## config.mk

```make
export PLATFORM = sky130hd
export DESIGN_NAME = home_dir_ctrl
export DESIGN_NICKNAME = d
export VERILOG_FILES = /design/src/rtl/hdc_pkg.sv /design/src/rtl/hdc_block_store.sv /design/src/rtl/hdc_inval_seq.sv /design/src/rtl/home_dir_ctrl.sv
export SDC_FILE = /design/constraint.sdc
export NUM_CORES = 1
export LEC_CHECK = 0
export CAP_MARGIN = 30
export CORE_MARGIN = 2
export CORE_UTILIZATION = 53
export CTS_CLUSTER_SIZE = 28
export DETAILED_ROUTE_END_ITERATION = 7
export GPL_ROUTABILITY_DRIVEN = 0
export PLACE_DENSITY = 0.73
export REMOVE_ABC_BUFFERS = 1
export SETUP_SLACK_MARGIN = 0.1
export SLEW_MARGIN = 15
export SYNTH_ARGS = -nofsm -noshare
export SYNTH_HDL_FRONTEND = slang
export SYNTH_SLANG_ARGS = --single-unit
```

## constraint.sdc

```tcl
create_clock -name clk -period 4.8 [get_ports clk]
set_clock_uncertainty 0.15 [all_clocks]
set_input_delay 1.44 -clock clk [delete_from_list [all_inputs] [get_ports clk]]
set_output_delay 1.44 -clock clk [all_outputs]
set_load 0.005 [all_outputs]
```

## src/rtl/hdc_pkg.sv

```systemverilog
package hdc_pkg;
  localparam logic [3:0] MSG_REQ_READ  = 4'h1;
  localparam logic [3:0] MSG_REQ_OWN   = 4'h2;
  localparam logic [3:0] MSG_ACK_INVAL = 4'h3;
  localparam logic [3:0] MSG_RET_WB    = 4'h4;
  localparam logic [3:0] MSG_RET_FLUSH = 4'h5;
  localparam logic [3:0] MSG_RSP_READ  = 4'h8;
  localparam logic [3:0] MSG_RSP_OWN   = 4'h9;
  localparam logic [3:0] MSG_CMD_INVAL = 4'hA;
  localparam logic [3:0] MSG_CMD_WB    = 4'hB;
  localparam logic [3:0] MSG_CMD_FLUSH = 4'hC;

  typedef enum logic [1:0] {
    DS_SHARED    = 2'd0,
    DS_OWNED     = 2'd1,
    DS_WAIT_ACK  = 2'd2,
    DS_WAIT_DATA = 2'd3
  } dir_state_e;
endpackage

```

## src/rtl/hdc_block_store.sv

```systemverilog
module hdc_block_store
  import hdc_pkg::*;
#(
  parameter int N_NODES  = 4,
  parameter int N_BLOCKS = 4,
  parameter int DATA_W   = 8,
  parameter int ID_W     = 2,
  parameter int ADDR_W   = 2
) (
  input  logic               clk,
  input  logic               rst_n,
  input  logic [ADDR_W-1:0]  ra_addr,
  output dir_state_e         ra_st,
  output logic [N_NODES-1:0] ra_shr,
  output logic [ID_W-1:0]    ra_own,
  output logic [ID_W-1:0]    ra_rqid,
  output logic               ra_rqex,
  output logic [DATA_W-1:0]  ra_data,
  input  logic [ADDR_W-1:0]  rb_addr,
  output dir_state_e         rb_st,
  input  logic               we,
  input  logic               dwe,
  input  logic [ADDR_W-1:0]  wa,
  input  dir_state_e         w_st,
  input  logic [N_NODES-1:0] w_shr,
  input  logic [ID_W-1:0]    w_own,
  input  logic [ID_W-1:0]    w_rqid,
  input  logic               w_rqex,
  input  logic [DATA_W-1:0]  w_data
);
  dir_state_e         st_q   [N_BLOCKS];
  logic [N_NODES-1:0] shr_q  [N_BLOCKS];
  logic [ID_W-1:0]    own_q  [N_BLOCKS];
  logic [ID_W-1:0]    rqid_q [N_BLOCKS];
  logic               rqex_q [N_BLOCKS];
  logic [DATA_W-1:0]  data_q [N_BLOCKS];

  always_ff @(posedge clk or negedge rst_n) begin
    if (!rst_n) begin
      for (int b = 0; b < N_BLOCKS; b++) begin
        st_q[b]   <= DS_SHARED;
        shr_q[b]  <= '0;
        own_q[b]  <= '0;
        rqid_q[b] <= '0;
        rqex_q[b] <= 1'b0;
        data_q[b] <= DATA_W'(b * 17 + 3);
      end
    end else begin
      for (int b = 0; b < N_BLOCKS; b++) begin
        if (we && wa == ADDR_W'(b)) begin
          st_q[b]   <= w_st;
          shr_q[b]  <= w_shr;
          own_q[b]  <= w_own;
          rqid_q[b] <= w_rqid;
          rqex_q[b] <= w_rqex;
        end
        if (dwe && wa == ADDR_W'(b)) data_q[b] <= w_data;
      end
    end
  end

  assign ra_st   = st_q[ra_addr];
  assign ra_shr  = shr_q[ra_addr];
  assign ra_own  = own_q[ra_addr];
  assign ra_rqid = rqid_q[ra_addr];
  assign ra_rqex = rqex_q[ra_addr];
  assign ra_data = data_q[ra_addr];
  assign rb_st   = st_q[rb_addr];
endmodule

```

## src/rtl/hdc_inval_seq.sv

```systemverilog
module hdc_inval_seq #(
  parameter int N_NODES = 4,
  parameter int ID_W    = 2,
  parameter int ADDR_W  = 2
) (
  input  logic               clk,
  input  logic               rst_n,
  input  logic               load,
  input  logic [N_NODES-1:0] load_vec,
  input  logic [ADDR_W-1:0]  load_addr,
  output logic               busy,
  output logic [ID_W-1:0]    cur_id,
  output logic [ADDR_W-1:0]  cur_addr
);
  localparam logic [N_NODES-1:0] ONE = N_NODES'(1);

  logic [N_NODES-1:0] vec_q, vec_d;
  logic [ADDR_W-1:0]  addr_q;

  assign busy     = |vec_q;
  assign cur_addr = addr_q;

  always_comb begin
    cur_id = '0;
    for (int i = N_NODES - 1; i >= 0; i--) begin
      if (vec_q[i]) cur_id = ID_W'(i);
    end
  end

  always_comb begin
    vec_d = vec_q;
    if (load) vec_d = load_vec;
    else if (busy) vec_d = vec_q & ~(ONE << cur_id);
  end

  always_ff @(posedge clk or negedge rst_n) begin
    if (!rst_n) begin
      vec_q  <= '0;
      addr_q <= '0;
    end else begin
      vec_q <= vec_d;
      if (load) addr_q <= load_addr;
    end
  end
endmodule

```

## src/rtl/home_dir_ctrl.sv

```systemverilog
module home_dir_ctrl
  import hdc_pkg::*;
#(
  parameter int N_NODES  = 4,
  parameter int N_BLOCKS = 4,
  parameter int DATA_W   = 8,
  parameter int ID_W     = $clog2(N_NODES),
  parameter int ADDR_W   = $clog2(N_BLOCKS)
) (
  input  logic              clk,
  input  logic              rst_n,
  input  logic              in_valid,
  output logic              in_ready,
  input  logic [ID_W-1:0]   in_src,
  input  logic [3:0]        in_type,
  input  logic [ADDR_W-1:0] in_addr,
  input  logic [DATA_W-1:0] in_data,
  output logic              out_valid,
  output logic [ID_W-1:0]   out_dst,
  output logic [3:0]        out_type,
  output logic [ADDR_W-1:0] out_addr,
  output logic [DATA_W-1:0] out_data
);
  localparam logic [N_NODES-1:0] ONE = N_NODES'(1);

  dir_state_e         ra_st, rb_st, w_st;
  logic [N_NODES-1:0] ra_shr, w_shr, others, left;
  logic [ID_W-1:0]    ra_own, ra_rqid, w_own, w_rqid;
  logic               ra_rqex, w_rqex, we, dwe;
  logic [DATA_W-1:0]  ra_data;

  logic              hold_vld, hold_set;
  logic [ID_W-1:0]   hold_src;
  logic [3:0]        hold_type;
  logic [ADDR_W-1:0] hold_addr;

  logic              walk_busy, seq_load;
  logic [ID_W-1:0]   walk_id;
  logic [ADDR_W-1:0] walk_addr;

  logic              sel_hold, go, in_is_req, blk_transient;
  logic [ID_W-1:0]   cur_src;
  logic [3:0]        cur_type;
  logic [ADDR_W-1:0] cur_addr;

  logic              o_vld_d;
  logic [ID_W-1:0]   o_dst_d;
  logic [3:0]        o_type_d;
  logic [DATA_W-1:0] o_data_d;
  logic [ADDR_W-1:0] o_addr_d;

  hdc_block_store #(
    .N_NODES(N_NODES), .N_BLOCKS(N_BLOCKS), .DATA_W(DATA_W), .ID_W(ID_W), .ADDR_W(ADDR_W)
  ) u_store (
    .clk(clk), .rst_n(rst_n),
    .ra_addr(cur_addr), .ra_st(ra_st), .ra_shr(ra_shr), .ra_own(ra_own),
    .ra_rqid(ra_rqid), .ra_rqex(ra_rqex), .ra_data(ra_data),
    .rb_addr(hold_addr), .rb_st(rb_st),
    .we(we), .dwe(dwe), .wa(cur_addr), .w_st(w_st), .w_shr(w_shr),
    .w_own(w_own), .w_rqid(w_rqid), .w_rqex(w_rqex), .w_data(in_data)
  );

  hdc_inval_seq #(.N_NODES(N_NODES), .ID_W(ID_W), .ADDR_W(ADDR_W)) u_seq (
    .clk(clk), .rst_n(rst_n), .load(seq_load), .load_vec(others), .load_addr(cur_addr),
    .busy(walk_busy), .cur_id(walk_id), .cur_addr(walk_addr)
  );

  // A parked request replays once its block is stable; it beats new input.
  assign sel_hold = !walk_busy && hold_vld && (rb_st == DS_SHARED || rb_st == DS_OWNED);
  assign cur_src  = sel_hold ? hold_src  : in_src;
  assign cur_type = sel_hold ? hold_type : in_type;
  assign cur_addr = sel_hold ? hold_addr : in_addr;

  assign in_is_req     = (in_type == MSG_REQ_READ) || (in_type == MSG_REQ_OWN);
  assign blk_transient = (ra_st == DS_WAIT_ACK) || (ra_st == DS_WAIT_DATA);
  assign in_ready      = !walk_busy && !sel_hold && !(in_is_req && hold_vld && blk_transient);
  assign go            = !walk_busy && (sel_hold || (in_valid && in_ready));

  assign others = ra_shr & ~(ONE << cur_src);
  assign left   = ra_shr & ~(ONE << cur_src);

  always_comb begin
    we = 1'b0; dwe = 1'b0; hold_set = 1'b0; seq_load = 1'b0;
    w_st = ra_st; w_shr = ra_shr; w_own = ra_own; w_rqid = ra_rqid; w_rqex = ra_rqex;
    o_vld_d = 1'b0; o_dst_d = cur_src; o_type_d = MSG_RSP_READ;
    o_addr_d = cur_addr; o_data_d = '0;
    if (walk_busy) begin
      o_vld_d = 1'b1; o_dst_d = walk_id; o_type_d = MSG_CMD_INVAL; o_addr_d = walk_addr;
    end else if (go) begin
      case (cur_type)
        MSG_REQ_READ, MSG_REQ_OWN: begin
          if (ra_st == DS_SHARED && cur_type == MSG_REQ_READ) begin
            we = 1'b1; w_shr = ra_shr | (ONE << cur_src);
            o_vld_d = 1'b1; o_data_d = ra_data;
          end else if (ra_st == DS_SHARED && others == '0) begin
            we = 1'b1; w_st = DS_OWNED; w_own = cur_src; w_shr = '0;
            o_vld_d = 1'b1; o_type_d = MSG_RSP_OWN; o_data_d = ra_data;
          end else if (ra_st == DS_SHARED) begin
            we = 1'b1; w_st = DS_WAIT_ACK; w_own = cur_src; w_shr = others;
            seq_load = 1'b1;
          end else if (ra_st == DS_OWNED) begin
            we = 1'b1; w_st = DS_WAIT_DATA; w_rqid = cur_src;
            w_rqex = (cur_type == MSG_REQ_OWN);
            o_vld_d = 1'b1; o_dst_d = ra_own;
            o_type_d = (cur_type == MSG_REQ_OWN) ? MSG_CMD_FLUSH : MSG_CMD_WB;
          end else begin
            hold_set = 1'b1;
          end
        end
        MSG_ACK_INVAL: begin
          if (ra_st == DS_WAIT_ACK) begin
            we = 1'b1; w_shr = left;
            if (left == '0) begin
              w_st = DS_OWNED;
              o_vld_d = 1'b1; o_dst_d = ra_own; o_type_d = MSG_RSP_OWN; o_data_d = ra_data;
            end
          end
        end
        MSG_RET_WB, MSG_RET_FLUSH: begin
          if (ra_st == DS_WAIT_DATA && cur_src == ra_own &&
              ra_rqex == (cur_type == MSG_RET_FLUSH)) begin
            we = 1'b1; dwe = 1'b1;
            o_vld_d = 1'b1; o_dst_d = ra_rqid; o_data_d = in_data;
            if (ra_rqex) begin
              w_st = DS_OWNED; w_own = ra_rqid; w_shr = '0; o_type_d = MSG_RSP_OWN;
            end else begin
              w_st = DS_SHARED; w_shr = (ONE << ra_own) | (ONE << ra_rqid);
            end
          end
        end
        default: ;
      endcase
    end
  end

  always_ff @(posedge clk or negedge rst_n) begin
    if (!rst_n) begin
      hold_vld <= 1'b0; hold_src <= '0; hold_type <= '0; hold_addr <= '0;
    end else begin
      if (sel_hold) hold_vld <= 1'b0;
      else if (hold_set) hold_vld <= 1'b1;
      if (hold_set) begin
        hold_src <= in_src; hold_type <= in_type; hold_addr <= in_addr;
      end
    end
  end

  always_ff @(posedge clk or negedge rst_n) begin
    if (!rst_n) begin
      out_valid <= 1'b0; out_dst <= '0; out_type <= '0; out_addr <= '0; out_data <= '0;
    end else begin
      out_valid <= o_vld_d;
      if (o_vld_d) begin
        out_dst <= o_dst_d; out_type <= o_type_d; out_addr <= o_addr_d; out_data <= o_data_d;
      end
    end
  end
endmodule

```

==> results.toml <==
[global_route]
grtUsageTotal_pct = 27.3
antenna_found_initial = 0
globalRoute.totalOverflow = 0
grt_pass1_vias = 5362
grt_max_degree = 109
grt_first_pass_wirelength_mm = 27.4

[floorplanning]
die_h_um = 112
start_util_pct = 54.2
num_rows = 39
die_w_um = 112
core_mm2 = 0.0114
ios = 37
die_area_mm2 = 0.0126

[yosys]
synthArstFlopShare_pct = 100
yosysTopAreaCell = "dfrtp_1"
ys_ff_latch = 108
synth_edf_count = 0
synth_area_mm2 = 0.00619
seq_area_frac_synth_pct = 43.9
syn_area_per_cell_um2 = 10.2
ys_types = 65
synth.area.top_cells = "dfrtp_1 (39%), mux2_2 (14%), dfstp_2 (4.7%)"
synth_warnings = 0
yosysTopAreaCellShare_pct = 39.2
synth_top_flop_cell = "dfrtp_1"
synthCells = 607

[critical_path]
crit_slowest_cell = "or4_1"
startpoint = "u_seq.vec_q[0]$_DFFE_PN0P_"
cpPeakStageDelay_ns = 0.71
cp_cell_sequence = "or4_1, or4_4, a21o_1, nand3_1, a21oi_1, nor3_2, dlygate4sd2_1"
path_delay_family = "simple AND/OR/NAND/NOR gates"
startpoint_type = "flip-flop"
path_depth = 7
cp.required_ns = 3.21
end_kind = "output port"
path_buf_inv = 1
crit_type = "reg2out"
timing.critical_path.fanout_max = 10
arrival_ns = 3.04
rr_startpoint = "u_seq.vec_q[0]$_DFFE_PN0P_"
worstRegToRegCells = 11

[cells_and_area]
area_growth_pct = 19.9
final_common_cell = "dfrtp_1"
fin_nets = 700
diodes = 0
final_cell_mix = "dfrtp_1 (97), mux2_2 (79), nand2_1 (69)"
layout-drive-gt1-share_pct = 29.2
design_area_mm2 = 0.00742
stdcell_count = 829

[power]
cellLeakagePower_nw = 3.36
ir_worst_vdd_mv = 0.340
power_density_mw_per_mm2 = 568

[clock_tree]
numCtsBuffers = 9
max-clock-path-buffers = 2
cts_tree = "done"
clock_latency_ns = 0.36
hold_buffers = 0
htree_levels = 3
clock_sinks = 108
root_buffer = "clkbuf_16"
path_clk_slew_ns = 0.07

[sta]
clock.fmax_mhz = 216
worst_pin_slew_ns = 0.834
fin_crit_sh_pct = 96.4
hold_viol = 0
grt_setup_unrepaired = "yes"
slew-limit-headroom_pct = 44.2
fin_tns_setup_ns = 0
slew_violations = 0
setup_violations = 0
final.min_clock_period_ns = 4.63

[route]
drc = 0
ant_nets = 0
drt_first_pass_iters = 5
drt_iter0_drc = 654
wirelength_mm = 16.4
viasPerCell = 6.44
dr_total_vias = 5340
wire_per_inst_um = 19.8

[placed_design]
dpl.cell_count = 812
hpwl_mm = 11.6
postPlaceCellArea_mm2 = 0.00707
portBuffers = 36

[job]
max_cap_violations = 0

[outcome]
outcome = "finished, final reports clean"

[min_path]
hold_start = "out_type[3]$_DFFE_PN0P_"
whs_path_depth = 1
hold_path_class = "reg2reg"
routing by layer:
metal	up-vias	part of all wire, %	global-route usage [%]
li1	2426	-	-
met1	2599	42	36.9
met2	254	46	44.2
met3	61	7.2	3.62
met4	0	4.0	12.8
met5	-	0	0
power breakdown:
| part | switching (mW) | internal, mW |
|---|---|---|
| combinational | 1.16 | 0.931 |
| clock | 0.341 | 0.439 |
| sequential | 0.191 | 1.15 |
sequential cells by signal, summed over array words and instances, names as in the netlist:
name / flops
out_type: 4
u_store.rqex_q: 4
u_store.data_q: 32
hold_vld: 1
out_valid: 1
hold_type: 4
out_dst: 2
u_seq.cur_addr: 2
u_store.rqid_q: 8
u_store.shr_q: 16
hold_addr: 2
u_store.own_q: 8
hold_src: 2
u_store.st_q: 8
out_data: 8
out_addr: 2
u_seq.vec_q: 4
worst reg2reg max path, cell delays in order (launching register included):
cell and delay (ns):
dfrtp_1 0.48, or4_1 0.71, or4_4 0.54, o21a_1 0.17
buf_12 0.19, mux2i_1 0.17, a22o_1 0.22, xor2_1 0.18
or4_4 0.63, nor2_1 0.19, nand3_2 0.26, mux2_2 0.35
Yosys cell counts (3+ instances only):
cell type  count
o211ai_1       6
o22ai_1        8
dfstp_2       11
clkbuf_1      18
nand2_1       69
a31oi_1        3
nor2_1        30
a221oi_1      10
and3_1         8
a22o_1         6
a211oi_1       3
nand3_1       22
or4_1          3
a22oi_1        4
or3_1          7
a21oi_1       49
mux2i_1       14
nor3_1        15
mux2_2        79
dfrtp_1       97
o21a_1         4
mux4_2         9
inv_1         11
a21o_1         4
o21ai_0       39
buf_2         13
nand4_1        3
o31ai_1        5
or2_2          3
timing repair:
| action | in CTS | in global routing |
|---|---|---|
| gates cloned | 0 | 0 |
| resized for setup | 2 | 4 |
| endpoints found under the setup margin | 1 | 2 |
| setup buffers | 0 | 1 |
| pin swaps | 1 | 1 |
logic make-up after synthesis:
logic type | after synthesis | synth area share, %
compound gates | 167 | 17.5
simple gates | 180 | 14.7
xor+xnor | 3 | 0.425
mux | 102 | 19.9
flops | 108 | 43.9
buf+inv | 47 | 3.48
per-stage QoR:
step           total power [mW]  worst slack [ns]  util, %  hold WS, ns
2_1_floorplan              2.53            -0.422        -        0.300
3_3_place_gp               3.30           -0.0819     62.0        0.302
3_5_place_dp               3.37            -0.100     62.0        0.315
4_1_cts                    4.16             0.126     64.8        0.332
5_1_grt                    4.45            0.0524     65.0        0.362
6_report                   4.21             0.174     65.0        0.325
worst paths after layout:
| kind | to | slack, ns |
|---|---|---|
| hold / removal | out_type[3]$_DFFE_PN0P_ | 0.33 |
| max in group asynchronous | u_store.shr_q[15]$_DFFE_PN0P_ | 3.04 |
| setup reg to reg | u_store.data_q[0]$_DFFE_PN0P_ | 0.42 |
| min in group asynchronous | hold_addr[0]$_DFFE_PN0P_ | 0.95 |
| hold reg to reg | out_type[3]$_DFFE_PN0P_ | 0.33 |
| setup / recovery | in_ready | 0.17 |
final cells by class:
cell class,count,area [um2]
clock inverter,5,65.1
sequential,108,2720
inverter,11,41.3
multi-input combinational,452,3280
tap,143,179
timing repair buffer,99,882
fill,917,4000
clock buffer,11,253
Power figures use the tool's default switching activity.
